### src/rtl/soft_rst_pkg.sv
package soft_rst_pkg;
  typedef enum logic {SEQ_IDLE = 1'b0, SEQ_ACTIVE = 1'b1} seq_state_e;
endpackage

### src/rtl/rst_cmd_decode.sv
module rst_cmd_decode #(
  parameter int CTRL_W  = 32,
  parameter int RST_BIT = 0
) (
  input  logic              wr_en,
  input  logic [CTRL_W-1:0] wr_data,
  output logic              start_req
);
  logic unused_data;
  assign unused_data = ^wr_data;
  assign start_req = wr_en & wr_data[RST_BIT];
endmodule

### src/rtl/flush_tracker.sv
module flush_tracker #(
  parameter int NUM_CH = 2
) (
  input  logic              clk,
  input  logic              rst_n,
  input  logic              active,
  input  logic [NUM_CH-1:0] flush_done,
  output logic              all_flushed
);
  logic [NUM_CH-1:0] seen_q;
  logic [NUM_CH-1:0] merged;

  for (genvar i = 0; i < NUM_CH; i++) begin : g_ch
    always_ff @(posedge clk or negedge rst_n) begin
      if (!rst_n)       seen_q[i] <= 1'b0;
      else if (!active) seen_q[i] <= 1'b0;
      else              seen_q[i] <= seen_q[i] | flush_done[i];
    end
    assign merged[i] = seen_q[i] | flush_done[i];
  end

  assign all_flushed = &merged;

  // a channel seen flushed stays recorded while the sequence runs
  p_sticky_r3: assert property (@(posedge clk) disable iff (!rst_n)
    (active && merged != '0 && $past(active)) |=> (!active || ((seen_q & $past(merged)) == $past(merged))));
endmodule

### src/rtl/rst_fsm.sv
module rst_fsm
  import soft_rst_pkg::*;
#(
  parameter int MIN_HOLD = 4
) (
  input  logic clk,
  input  logic rst_n,
  input  logic start_req,
  input  logic all_flushed,
  output logic busy_q,
  output logic busy_next
);
  localparam int CNT_W = (MIN_HOLD > 2) ? $clog2(MIN_HOLD) : 1;
  localparam logic [CNT_W-1:0] HOLD_LAST = CNT_W'(MIN_HOLD - 1);

  seq_state_e state_q, state_d;
  logic [CNT_W-1:0] hold_cnt_q;
  logic hold_met;

  assign hold_met = (hold_cnt_q == HOLD_LAST);

  always_comb begin
    state_d = state_q;
    case (state_q)
      SEQ_IDLE:   if (start_req) state_d = SEQ_ACTIVE;
      SEQ_ACTIVE: if (hold_met && all_flushed) state_d = SEQ_IDLE;
      default:    state_d = SEQ_IDLE;
    endcase
  end

  always_ff @(posedge clk or negedge rst_n) begin
    if (!rst_n) begin
      state_q    <= SEQ_IDLE;
      hold_cnt_q <= '0;
    end else begin
      state_q <= state_d;
      if (state_q == SEQ_IDLE) hold_cnt_q <= '0;
      else if (!hold_met)      hold_cnt_q <= hold_cnt_q + 1'b1;
    end
  end

  assign busy_q    = (state_q == SEQ_ACTIVE);
  assign busy_next = (state_d == SEQ_ACTIVE);

  logic [7:0] run_len_q;
  always_ff @(posedge clk or negedge rst_n) begin
    if (!rst_n)               run_len_q <= '0;
    else if (!busy_q)         run_len_q <= '0;
    else if (run_len_q != '1) run_len_q <= run_len_q + 1'b1;
  end

  p_start_r1: assert property (@(posedge clk) disable iff (!rst_n)
    (!busy_q && start_req) |=> busy_q);
  p_idle_stays_r6: assert property (@(posedge clk) disable iff (!rst_n)
    (!busy_q && !start_req) |=> !busy_q);
  p_min_hold_r5: assert property (@(posedge clk) disable iff (!rst_n)
    $fell(busy_q) |-> ($past(run_len_q) >= 8'(MIN_HOLD - 1)));
  p_flush_first_r3: assert property (@(posedge clk) disable iff (!rst_n)
    $fell(busy_q) |-> $past(all_flushed));
endmodule

### src/rtl/soft_reset_seq.sv
module soft_reset_seq #(
  parameter int CTRL_W   = 32,
  parameter int RST_BIT  = 0,
  parameter int NUM_CH   = 2,
  parameter int MIN_HOLD = 4
) (
  input  logic              clk,
  input  logic              rst_n,
  input  logic              ctrl_wr_en,
  input  logic [CTRL_W-1:0] ctrl_wr_data,
  input  logic [NUM_CH-1:0] ch_flush_done,
  input  logic              desc_done_in,
  output logic              rst_status,
  output logic              ch_reset,
  output logic              ext_reset_out,
  output logic              desc_done_out
);
  logic start_req, all_flushed, busy_q, busy_next, ext_q;

  rst_cmd_decode #(.CTRL_W(CTRL_W), .RST_BIT(RST_BIT)) u_decode (
    .wr_en(ctrl_wr_en), .wr_data(ctrl_wr_data), .start_req(start_req));

  flush_tracker #(.NUM_CH(NUM_CH)) u_flush (
    .clk(clk), .rst_n(rst_n), .active(busy_q),
    .flush_done(ch_flush_done), .all_flushed(all_flushed));

  rst_fsm #(.MIN_HOLD(MIN_HOLD)) u_fsm (
    .clk(clk), .rst_n(rst_n), .start_req(start_req),
    .all_flushed(all_flushed), .busy_q(busy_q), .busy_next(busy_next));

  always_ff @(posedge clk or negedge rst_n) begin
    if (!rst_n) ext_q <= 1'b0;
    else        ext_q <= busy_next;
  end

  assign rst_status    = busy_q;
  assign ch_reset      = busy_q;
  assign ext_reset_out = ext_q;
  assign desc_done_out = desc_done_in & ~busy_q;

  p_ext_tracks_r2: assert property (@(posedge clk) disable iff (!rst_n)
    ext_reset_out == rst_status);
  p_joint_clear_r4: assert property (@(posedge clk) disable iff (!rst_n)
    $fell(rst_status) |-> $fell(ext_reset_out));
  p_desc_masked_r7: assert property (@(posedge clk) disable iff (!rst_n)
    rst_status |-> !desc_done_out);
endmodule

### config.mk
export PLATFORM = sky130hd
export DESIGN_NAME = soft_reset_seq
export DESIGN_NICKNAME = d
export VERILOG_FILES = /design/src/rtl/soft_rst_pkg.sv /design/src/rtl/rst_cmd_decode.sv /design/src/rtl/flush_tracker.sv /design/src/rtl/rst_fsm.sv /design/src/rtl/soft_reset_seq.sv
export SDC_FILE = /design/constraint.sdc
export NUM_CORES = 1
export LEC_CHECK = 0
export BUFFER_PORTS_ARGS = -buffer_cell sky130_fd_sc_hd__buf_2
export CORE_AREA = 4 4 41 43
export CTS_BUF_LIST = sky130_fd_sc_hd__clkbuf_4 sky130_fd_sc_hd__clkbuf_8
export CTS_CLUSTER_DIAMETER = 60
export DETAILED_ROUTE_END_ITERATION = 16
export DIE_AREA = 0 0 45 47
export GPL_ROUTABILITY_DRIVEN = 0
export SLEW_MARGIN = 15
export SYNTH_ARGS = -nofsm -noshare
export SYNTH_HDL_FRONTEND = slang
export SYNTH_SLANG_ARGS = --single-unit
### constraint.sdc
create_clock -name clk -period 0.98 [get_ports clk]
set_clock_uncertainty 0.1 [all_clocks]
set_input_delay 0.196 -clock clk [delete_from_list [all_inputs] [get_ports clk]]
set_output_delay 0.196 -clock clk [all_outputs]
set_load 0.02 [all_outputs]
* Word-level counts from Yosys, hierarchy flattened
Index checks and enable logic that the tools add are counted.
** Cells by class
- $add $sub $neg :: 1
- Eq/ne operators :: 2
- Mux-type cells :: 7
- Bitwise operators :: 5
- Reduce and logical (&&, ||, !) cells :: 2
** Operators with widths (count)
- 1-bit 2-to-1 mux :: 4
- 2-bit 2-to-1 mux :: 2
- 2-bit by 1-bit adder with 2-bit output (second input constant) :: 1
- 1-bit AND :: 2
- 2-bit == test (second input constant) :: 1
- 2-bit inequality test (second input constant) :: 1
- 1-bit bitwise OR :: 2
- 1-bit one-hot mux with 2 select lines :: 1
- 2-bit AND reduction :: 1
- 1-bit logical AND :: 1
- 1-bit NOT :: 1
** Storage, ports and cells
- Flip-flop bits (word level) :: 5
- Output and inout port bits :: 4
- Word-level logic and storage cells :: 21

* Logic depth before layout (Yosys ltp)
Gate-level depths: netlist of run 1.
- Word-level depth :: 5
- Gate-level depth with buffers :: 3
- Gate-level depth less buffers :: 3

* Cells and area by module
From an unflattened synthesis of run 1, not the netlist that was laid out.
** Second synthesis, totals
- Cell total of the unflattened synthesis :: 19
- Area, all modules :: 255.2 µm²
** Modules (own cells, without submodules)
- rst_fsm :: times used 1, cells each 10, area each 128.9 µm², sequential area each 75.1 µm²
- flush_tracker :: times used 1, cells each 5, area each 73.8 µm², sequential area each 50.0 µm²
- soft_reset_seq :: times used 1, cells each 3, area each 46.3 µm², sequential area each 25.0 µm²
- rst_cmd_decode :: times used 1, cells each 1, area each 6.3 µm², sequential area each 0.0 µm²

* Worst setup path before layout of run 1
Ideal clock, no wire load.
- Path type :: register to output
- Start :: reg u_fsm.state_q (netlist: u_fsm.busy_q)
- End :: out desc_done_out
- Arrival :: 853 ps
- Data required time :: 684 ps
- Path slack :: -169 ps
- Stages on the path, launching flop included :: 2
- Buffers on the path :: 0
- Cells stage by stage :: dfrtp_1 > nor2b_1
** On the way
- Longest elaborated chain between the ends :: 2
** RTL lines
- start, declared :: line rst_fsm.sv:16 : seq_state_e state_q, state_d;
- start signal, assigned :: line rst_fsm.sv:36 : state_q <= state_d;
- 1-bit NOT
- 1-bit AND :: line soft_reset_seq.sv:39 : assign desc_done_out = desc_done_in & ~busy_q;
- end, declared :: line soft_reset_seq.sv:16 : output logic desc_done_out
Every way passes these cells.

* Worst setup path after layout of run 1
Ends and elaborated chain as after synthesis.

==> results.json, run 1 <==
{
  "status": "complete, but fails checks",
  "violations": "setup timing",
  "crit_chain": "nor2b_4 -> buf_6",
  "pin_count": 42,
  "root_buffer": "clkbuf_4",
  "synth-edff-count": 0,
  "clock_latency_ns": 0.24,
  "ys_warn_count": 0,
  "synthSimpleGateAreaFrac_pct": 8.43,
  "viasPerCell": 3.94,
  "finalWorstSetupSlack_ns": -0.220,
  "critical_path_class": "reg2out",
  "synth_common_cells": "dfrtp_1, o21a_1, a21oi_1, buf_4, nor2b_1",
  "synth_top_area_cell": "dfrtp_1",
  "grt_start_max_net_pins": 6,
  "critical_path_arrival_ns": 0.90,
  "final_nets": 75,
  "cp-start-kind": "flip-flop",
  "grt_overflow": 0,
  "p_per_area_mw_per_mm2": 3180,
  "cp_max_fo": 5,
  "antenna_found_initial": 0,
  "crit_slowest_cell": "dfrtp_2",
  "syn_area_um2": 223,
  "route.detailed.drc": 0,
  "numCtsBuffers": 3,
  "period_needed_ns": 1.20,
  "muxShareOfSynthArea_pct": 4.49,
  "avgSynthCellArea_um2": 12.4,
  "slowest_delay_ns": 0.43,
  "finalMaxSlewViolations": 0,
  "swShare_pct": 32.8,
  "antenna_left": 0,
  "die_h_um": 47,
  "switching_power_mw": 0.393,
  "cts_max_level": 1,
  "max_freq_mhz": 834,
  "regArea_um2": 126,
  "io_buffers": 10,
  "syn2layout_area_growth_pct": 69.7,
  "grt_pass1_wl_um": 759,
  "slew_headroom_pct": 91.6,
  "synth_ff_type": "dfrtp_1",
  "yosysMostFrequentCell": "dfrtp_1",
  "max_cap_viol_count": 0,
  "rsz0062_at_grt": "true",
  "synth_top_family_by_area": "compound AO/OA/AOI/OAI gates",
  "synth_top_cell_area_share_pct": 56.2,
  "die_area_mm2": 0.00212,
  "syn_inst": 18,
  "crit_path_end_kind": "output pin",
  "min_path_type": "in2reg",
  "p_seq_share_pct": 32.8,
  "num_antenna_cells": 0,
  "cts.clk_slew.worst_paths_ns": 0.04,
  "grt_pass1_vias": 209,
  "final-hold-violation-count": 0,
  "synthTopCellsByArea": "dfrtp_1, o21a_1, buf_4, ha_1, nor2b_1",
  "synth_fa_ha_area_share_pct": 5.62,
  "timing.final.crit_share_pct": 122,
  "grt_usage_pct": 5.56,
  "cts_tree": "yes",
  "vias": 197,
  "synth_async_sr_flop_share_pct": 100,
  "die_x_um": 45,
  "dp_cells": 42,
  "first_pass_iters": 1,
  "synth_cell_types": 9,
  "finalNonFillerCells": 50,
  "multi_input_area_um2": 106,
  "final_util_pct": 29.0,
  "tightest_slew_ns": 0.122,
  "synth_compound_area_share_pct": 14.6,
  "synthXorXnorAreaFrac_pct": 3.93,
  "routed_wl_um": 432,
  "power.share.clock_pct": 22.0,
  "rows": 13,
  "wire_per_inst_um": 8.64,
  "fillers": 150,
  "start_util_pct": 17.1,
  "cts_sinks": 5,
  "worstPathRequired_ns": 0.68,
  "power.internal_mw": 0.807,
  "drive_above_1_share_pct": 62.9,
  "syn_nets": 57,
  "setup_viol": 8,
  "core-area_mm2": 0.00130,
  "reg2reg_slack_ns": -0.09,
  "ys_seq_area_share_pct": 56.2,
  "ir_drop_mv": 0.899,
  "p_leak_nw": 0.169,
  "clk_path_buf_depth": 2,
  "drt_iter0_drc": 0,
  "share_comb_of_total_power_pct": 45.3,
  "ys_ff_latch": 5
}
==> cell type report <==
cell class | instances | share of cell area, %
multi-input combinational | 11 | 28.1
clock buffer | 4 | 7.95
sequential | 5 | 33.4
timing repair buffer | 15 | 25.5
tap | 15 | 4.97
==> layout by cell type (no fill, tap or decap), drive strengths merged <==
master,instances
nor2b,2
clkbuf,4
dfrtp,5
ha,1
xnor2,1
mux2i,1
dlygate4sd3,1
o21a,3
buf,14
a21oi,2
and2,1
==> power groups by stage <==
stage	registers [mW]	clock network, mW	logic, mW
floorplan	0.419	0	0.326
global placement	0.401	0	0.433
detailed placement	0.407	0	0.441
CTS	0.396	0.279	0.523
global route	0.405	0.286	0.600
finish	0.393	0.264	0.543
==> flip-flops by register name (all words and copies together) (netlist names) <==
register / count
u_flush.seen_q: 2
u_fsm.busy_q: 1
u_fsm.hold_cnt_q: 2
==> worst paths after layout <==
check | start | to | depth (start not counted)
setup / recovery | u_fsm.busy_q$_DFF_PN0_ | desc_done_out | 2
max in group asynchronous | rst_n | u_fsm.busy_q$_DFF_PN0_ | 2
min in group asynchronous | rst_n | u_flush.seen_q[0]$_DFF_PN0_ | 2
setup reg to reg | u_fsm.busy_q$_DFF_PN0_ | u_fsm.hold_cnt_q[0]$_DFFE_PN0P_ | 3
hold reg to reg | u_flush.seen_q[0]$_DFF_PN0_ | u_flush.seen_q[0]$_DFF_PN0_ | 1
hold / removal | ch_flush_done[0] | u_flush.seen_q[0]$_DFF_PN0_ | 2
==> logic make-up (layout without fill, tap and decap cells) <==
group / after synthesis / in the layout
adder cells (fa/ha/maj): 1 / 1
AND/OR/NAND/NOR: 3 / 3
flip-flops: 5 / 5
AO/OA/AOI/OAI: 5 / 5
XOR/XNOR: 1 / 1
multiplexers: 1 / 1
buffers and inverters: 2 / 19
==> stage by stage <==
step	cell area (um2)	power, mW	setup TNS [ns]	hold WS (ns)	worst slack, ns
after floorplan	244	0.745	-0.0667	-0.200	-0.0508
after global placement	305	0.834	-0.141	-0.0857	-0.0815
after detailed placement	305	0.848	-0.166	-0.0838	-0.0817
after CTS	370	1.20	-1.05	0.0834	-0.236
after global routing	378	1.29	-1.21	0.104	-0.256
final	378	1.20	-0.982	0.0916	-0.220
==> worst max-delay path: cells and delay by family (launching register included) <==
family                 cells  cell delay (ns)
DFF                        1             0.43
and+or+nand+nor            1             0.11
buffers and inverters      1             0.11
==> metal layers <==
metal	global-route usage (%)	up-vias	share of wire (%)	wire length (um)
met4	8.77	0	3.2	14
met3	1.53	2	15	64
met2	8.47	13	47	205
li1	-	93	-	-
met5	0	-	0	0
met1	4.84	89	34	148
==> what timing repair did <==
item / in CTS / in global routing
endpoints found under the setup margin: 7 / 8
pin swaps: 1 / 2
hold buffers: 1 / 0
hold endpoints to repair: 5 / 0
gates resized for setup: 3 / 0
buffers inserted: 2 / 1
Note: power is estimated with default switching activity, not from simulation.
==> run 2, diff against run 1 <==
--- a/config.mk
+++ b/config.mk
@@ -5,7 +5,9 @@
 export SDC_FILE = /design/constraint.sdc
 export NUM_CORES = 1
 export LEC_CHECK = 0
+export ABC_AREA = 1
 export BUFFER_PORTS_ARGS = -buffer_cell sky130_fd_sc_hd__buf_2
+export CAP_MARGIN = 10
 export CORE_AREA = 4 4 41 43
 export CTS_BUF_LIST = sky130_fd_sc_hd__clkbuf_4 sky130_fd_sc_hd__clkbuf_8
 export CTS_CLUSTER_DIAMETER = 60
==> results.json, run 2 <==
{
  "status": "complete, but fails checks",
  "violations": "setup timing",
  "start_util_pct": 17.5,
  "grt_usage_pct": 6.13,
  "cp-start-kind": "flip-flop",
  "clk_path_buf_depth": 2,
  "tightest_slew_ns": 0.147,
  "power.share.clock_pct": 22.7,
  "core-area_mm2": 0.00130,
  "die_area_mm2": 0.00212,
  "p_per_area_mw_per_mm2": 3050,
  "yosysMostFrequentCell": "nor2_1",
  "synth_common_cells": "nor2_1, dfrtp_1, inv_1, a21oi_1",
  "die_x_um": 45,
  "cts_tree": "yes",
  "syn_nets": 65,
  "synth_ff_type": "dfrtp_1",
  "hold_slack_ns": 0.0974,
  "place_area_um2": 308,
  "layout_commonest_cell": "buf_2",
  "ir_drop_mv": 0.972,
  "dp_hpwl_um": 375,
  "io_buffers": 10,
  "pin_count": 42,
  "ys_seq_area_share_pct": 54.9,
  "slew_headroom_pct": 90.2,
  "cts.clk_slew.worst_paths_ns": 0.04,
  "syn_inst": 26,
  "power.internal_mw": 0.741,
  "ys_warn_count": 0,
  "period_needed_ns": 1.17,
  "drive_above_1_share_pct": 51.2,
  "finalWorstSetupSlack_ns": -0.192,
  "synth-edff-count": 0,
  "grt_pass1_vias": 183,
  "grt_pass1_wl_um": 772,
  "antenna_found_initial": 0,
  "layout_common_cells": "buf_2, nor2_1, inv_1, clkbuf_4, dfrtp_1",
  "rows": 13,
  "final-hold-violation-count": 0,
  "timing.final.crit_share_pct": 120,
  "route.detailed.drc": 0,
  "synthTopCellsByArea": "dfrtp_1, nor2_1, a21oi_1, buf_4, inv_1",
  "worstPathRequired_ns": 0.68,
  "drt_iter0_drc": 0,
  "ys_ff_latch": 5,
  "p_seq_share_pct": 32.2,
  "synth_top_area_cell": "dfrtp_1",
  "routed_wl_um": 463,
  "syn_area_um2": 228,
  "vias": 214,
  "finalMaxSlewViolations": 0,
  "crit_path_end_kind": "output pin",
  "max_freq_mhz": 854,
  "grt_overflow": 0,
  "setup_viol": 9,
  "antenna_left": 0,
  "clock_latency_ns": 0.24,
  "setup_tns_ns": -1.18,
  "syn2layout_area_growth_pct": 65.4,
  "final_util_pct": 28.9,
  "p_leak_nw": 0.190,
  "synth_top_cell_area_share_pct": 54.9,
  "viasPerCell": 3.69,
  "grt_start_max_net_pins": 6,
  "final_nets": 83,
  "avgSynthCellArea_um2": 8.76,
  "min_path_type": "in2reg",
  "swShare_pct": 35.4,
  "synth_async_sr_flop_share_pct": 100,
  "num_antenna_cells": 0,
  "fin_area_um2": 377,
  "rsz0062_at_grt": "true",
  "finalNonFillerCells": 58,
  "wire_per_inst_um": 7.98,
  "critical_path_class": "reg2out",
  "first_pass_iters": 1,
  "synth_cell_types": 9,
  "switching_power_mw": 0.406,
  "cts_max_level": 1,
  "cts_sinks": 5,
  "root_buffer": "clkbuf_4",
  "share_comb_of_total_power_pct": 45.2,
  "cp_max_fo": 5,
  "numCtsBuffers": 3,
  "die_h_um": 47,
  "dp_cells": 51,
  "critical_path_arrival_ns": 0.88,
  "max_cap_viol_count": 0
}
[run 2: layer usage]
metal | routed length, um | vias to the layer above | track usage, % | share of wire, %
li1 | - | 114 | - | -
met1 | 203 | 92 | 5.34 | 44
met2 | 225 | 8 | 8.19 | 49
met3 | 35 | 0 | 4.98 | 7.6
met4 | 0 | 0 | 7.02 | 0
met5 | 0 | - | 0 | 0
[run 2: worst max-delay path, cell delays in order, from the launching register on]
cell and delay [ns]:
dfrtp_2 0.43, nor2_4 0.09, buf_6 0.11
[run 2: stage by stage]
step / worst slack, ns / power [mW]
global route: -0.242 / 1.27
CTS: -0.216 / 1.16
finish: -0.192 / 1.15
floorplan: 0.000900 / 0.678
global placement: -0.0420 / 0.798
detailed placement: -0.0615 / 0.817
[run 2: final timing paths]
path / start / endpoint / slack [ns] / depth (start not counted)
setup / recovery: u_fsm.busy_q$_DFF_PN0_ / desc_done_out / -0.19 / 2
hold / removal: ch_flush_done[0] / u_flush.seen_q[0]$_DFF_PN0_ / 0.1 / 3
setup reg to reg: u_fsm.busy_q$_DFF_PN0_ / u_fsm.hold_cnt_q[1]$_DFFE_PN0P_ / -0.17 / 5
hold reg to reg: u_flush.seen_q[1]$_DFF_PN0_ / u_flush.seen_q[1]$_DFF_PN0_ / 0.38 / 2
max in group asynchronous: rst_n / u_fsm.busy_q$_DFF_PN0_ / 0.45 / 2
min in group asynchronous: rst_n / u_fsm.hold_cnt_q[0]$_DFFE_PN0P_ / 0.19 / 2
[run 2: kinds of logic (layout without fill, tap and decap cells)]
group | count (synthesis) | in the layout | share of synthesized area, %
and+or+nand+nor | 10 | 10 | 17.6
AOI/OAI and AO/OA | 4 | 4 | 8.79
buffers and inverters | 6 | 23 | 13.2
adders and majority gates | 1 | 1 | 5.49
DFF | 5 | 5 | 54.9
[run 2: layout make-up]
class,count,area (um2)
Clock buffer,4,30.0
Fill cell,146,925
Inverter,4,15.0
Multi-Input combinational cell,15,86.3
Sequential cell,5,126
Tap cell,15,18.8
Timing Repair Buffer,15,100
[run 2: power groups by stage]
| stage | sequential, mW | combinational (mW) | clock, mW |
|---|---|---|---|
| finish | 0.369 | 0.518 | 0.260 |
| global route | 0.383 | 0.600 | 0.291 |
| CTS | 0.373 | 0.515 | 0.275 |
| detailed placement | 0.392 | 0.425 | 0 |
| global placement | 0.382 | 0.416 | 0 |
| floorplan | 0.400 | 0.278 | 0 |
[run 2: what timing repair did]
action	in CTS	in global routing
hold buffers	1	0
pin swaps	1	0
setup endpoints to repair	7	9
hold endpoints to repair	5	0
buffers inserted	2	0
gates resized for setup	4	1
==> run 3, diff against run 2 <==
--- a/config.mk
+++ b/config.mk
@@ -17,4 +17,5 @@
 export SLEW_MARGIN = 15
 export SYNTH_ARGS = -nofsm -noshare
 export SYNTH_HDL_FRONTEND = slang
+export SYNTH_HIERARCHICAL = 1
 export SYNTH_SLANG_ARGS = --single-unit
==> results.json, run 3 <==
{
  "crit_family": "flip-flops",
  "slew_headroom_pct": 89.4,
  "rsz0062_at_grt": "true",
  "die_h_um": 47,
  "muxShareOfSynthArea_pct": 0,
  "max_freq_mhz": 828,
  "ys_seq_area_share_pct": 55.8,
  "grt_start_max_net_pins": 8,
  "synth_fa_ha_area_share_pct": 4.65,
  "synth_top_family_by_area": "simple AND/OR/NAND/NOR gates",
  "cts_tree": "yes",
  "critical_path_arrival_ns": 0.91,
  "final_nets": 87,
  "reg2reg_from": "u_fsm/hold_cnt_q[1]$_DFFE_PN0P_",
  "grt_overflow": 0,
  "max_cap_viol_count": 0,
  "cts_max_level": 1,
  "grt_usage_pct": 6.84,
  "synth_compound_area_share_pct": 0,
  "pin_count": 42,
  "cts_sinks": 6,
  "antenna_found_initial": 0,
  "final-hold-violation-count": 0,
  "cp-start-kind": "flip-flop",
  "critical_path_class": "reg2out",
  "timing.final.crit_share_pct": 123,
  "reg2reg_slack_ns": 0.02,
  "p_per_area_mw_per_mm2": 3140,
  "place_area_um2": 352,
  "cts_setup_buffers": 0,
  "rows": 13,
  "finalMaxSlewViolations": 0,
  "min_to": "u_flush/seen_q[0]$_DFF_PN0_",
  "yosysMostFrequentCell": "nand2_1",
  "fin_total_pwr_mw": 1.32,
  "vias": 228,
  "synth_common_cells": "nand2_1, dfrtp_1, inv_1, nand3_1",
  "crit_chain": "nor2_4 -> buf_6",
  "synthTopCellsByArea": "dfrtp_1, nand2_1, inv_1, nand3_1, nor2_2",
  "drive_above_1_share_pct": 48.9,
  "syn2layout_area_growth_pct": 56.7,
  "layout_common_cells": "buf_2, nand2_1, inv_1, dfrtp_1, clkbuf_4",
  "synth_async_sr_flop_share_pct": 100,
  "crit_slowest_cell": "dfrtp_2",
  "layout_commonest_cell": "buf_2",
  "p_leak_nw": 0.226,
  "numCtsBuffers": 3,
  "synthXorXnorAreaFrac_pct": 0,
  "ir_drop_mv": 1.13,
  "ys_ff_latch": 6,
  "core-area_mm2": 0.00130,
  "cp.buffers_inverters": 1,
  "grt_pass1_vias": 218,
  "status": "complete, but fails checks",
  "dp_hpwl_um": 385,
  "die_area_mm2": 0.00212,
  "period_needed_ns": 1.21,
  "cp_max_fo": 7,
  "drt_iter0_drc": 0,
  "grt_pass1_wl_um": 917,
  "synth_top_area_cell": "dfrtp_1",
  "syn_area_um2": 269,
  "synth_top_cell_area_share_pct": 55.8,
  "antenna_left": 0,
  "regToRegEndpoint": "u_fsm/hold_cnt_q[1]$_DFFE_PN0P_",
  "fillers": 150,
  "num_antenna_cells": 0,
  "worstHoldPathCells": 3,
  "worstPathRequired_ns": 0.68,
  "viasPerCell": 3.68,
  "reg.largest.list": "u_flush/seen_q: 2 flops, u_fsm/hold_cnt_q: 2 flops",
  "clock_latency_ns": 0.24,
  "start_util_pct": 20.7,
  "path_depth": 2,
  "rr_worst_depth": 3,
  "synth_ff_type": "dfrtp_1",
  "violations": "setup timing",
  "clk_path_buf_depth": 2,
  "slowest_delay_ns": 0.46,
  "setup_viol": 4,
  "fin_area_um2": 422,
  "tightest_slew_ns": 0.158,
  "min_path_type": "in2reg",
  "die_x_um": 45,
  "first_pass_iters": 1,
  "io_buffers": 10,
  "syn_inst": 31,
  "avgSynthCellArea_um2": 8.68,
  "syn_nets": 70,
  "setup_tns_ns": -0.668,
  "root_buffer": "clkbuf_4",
  "final_util_pct": 32.4,
  "crit_path_end_kind": "output pin",
  "synth_cell_types": 8,
  "wire_per_inst_um": 8.52,
  "ys_warn_count": 6,
  "synth-edff-count": 0,
  "finalWorstSetupSlack_ns": -0.227,
  "cts.clk_slew.worst_paths_ns": 0.05,
  "route.detailed.drc": 0,
  "routed_wl_um": 528,
  "synthSimpleGateAreaFrac_pct": 28.4,
  "worstHoldStart": "ch_flush_done[0]"
}
## run 3: changes by cell type after synthesis, moves of 2 or more
cell	before	now
nand2_1	2	7
nor2_1	6	3
a21oi_1	3	0
nor2_2	0	3
nand3_1	2	4
inv_1	4	6
## run 3: logic make-up after synthesis
family                     Yosys count
and+or+nand+nor                     17
buffers and inverters                7
DFF                                  6
adders and majority gates            1
## run 3: worst max-delay path by stage
stage                                start             to  slack [ns]
floorplan           u_fsm/busy_q$_DFF_PN0_  desc_done_out        0.01
global placement    u_fsm/busy_q$_DFF_PN0_  desc_done_out       -0.03
detailed placement  u_fsm/busy_q$_DFF_PN0_  desc_done_out       -0.03
CTS                 u_fsm/busy_q$_DFF_PN0_  desc_done_out       -0.25
global route        u_fsm/busy_q$_DFF_PN0_  desc_done_out       -0.29
finish              u_fsm/busy_q$_DFF_PN0_  desc_done_out       -0.23
## run 3: timing repair
item                       in CTS  in global routing
resized for setup               5                  3
hold buffers                    1                  0
setup endpoints to repair       5                  8
hold endpoints to repair        6                  0
pin swaps                       3                  2
## run 3: metal layers
metal / track usage [%] / wire length (um) / vias to the layer above
met2: 9.04 / 272 / 8
met5: 0 / 0 / -
met4: 3.51 / 0 / 0
met3: 6.90 / 55 / 0
li1: - / - / 123
met1: 6.94 / 200 / 97
## run 3: layout make-up
class | instances | area, um2 | area share [%]
Clock buffer | 4 | 30.0 | 7.12
Inverter | 6 | 22.5 | 5.34
Tap cell | 15 | 18.8 | 4.45
Sequential cell | 6 | 151 | 35.9
Timing Repair Buffer | 13 | 87.6 | 20.8
Multi-Input combinational cell | 18 | 111 | 26.4
## run 3: tightest hold or removal path, stage by stage
cell	delay, ns
buf_2	0.08
nor2_2	0.04
nor2_1	0.07
## run 3: stage by stage
step | worst slack, ns | cells | hold WS [ns]
floorplan | 0.0110 | 31 | -0.200
finish | -0.227 | 62 | 0.0824
CTS | -0.246 | 62 | 0.0856
detailed placement | -0.0310 | 57 | -0.0736
global placement | -0.0293 | 57 | -0.0751
global route | -0.294 | 62 | 0.0721
## run 3: power by group
part	internal [mW]	leakage [nW]	switching, mW	total [mW]
Combinational	0.274	0.138	0.290	0.564
Clock	0.182	0.0184	0.0942	0.276
Sequential	0.374	0.0697	0.110	0.484
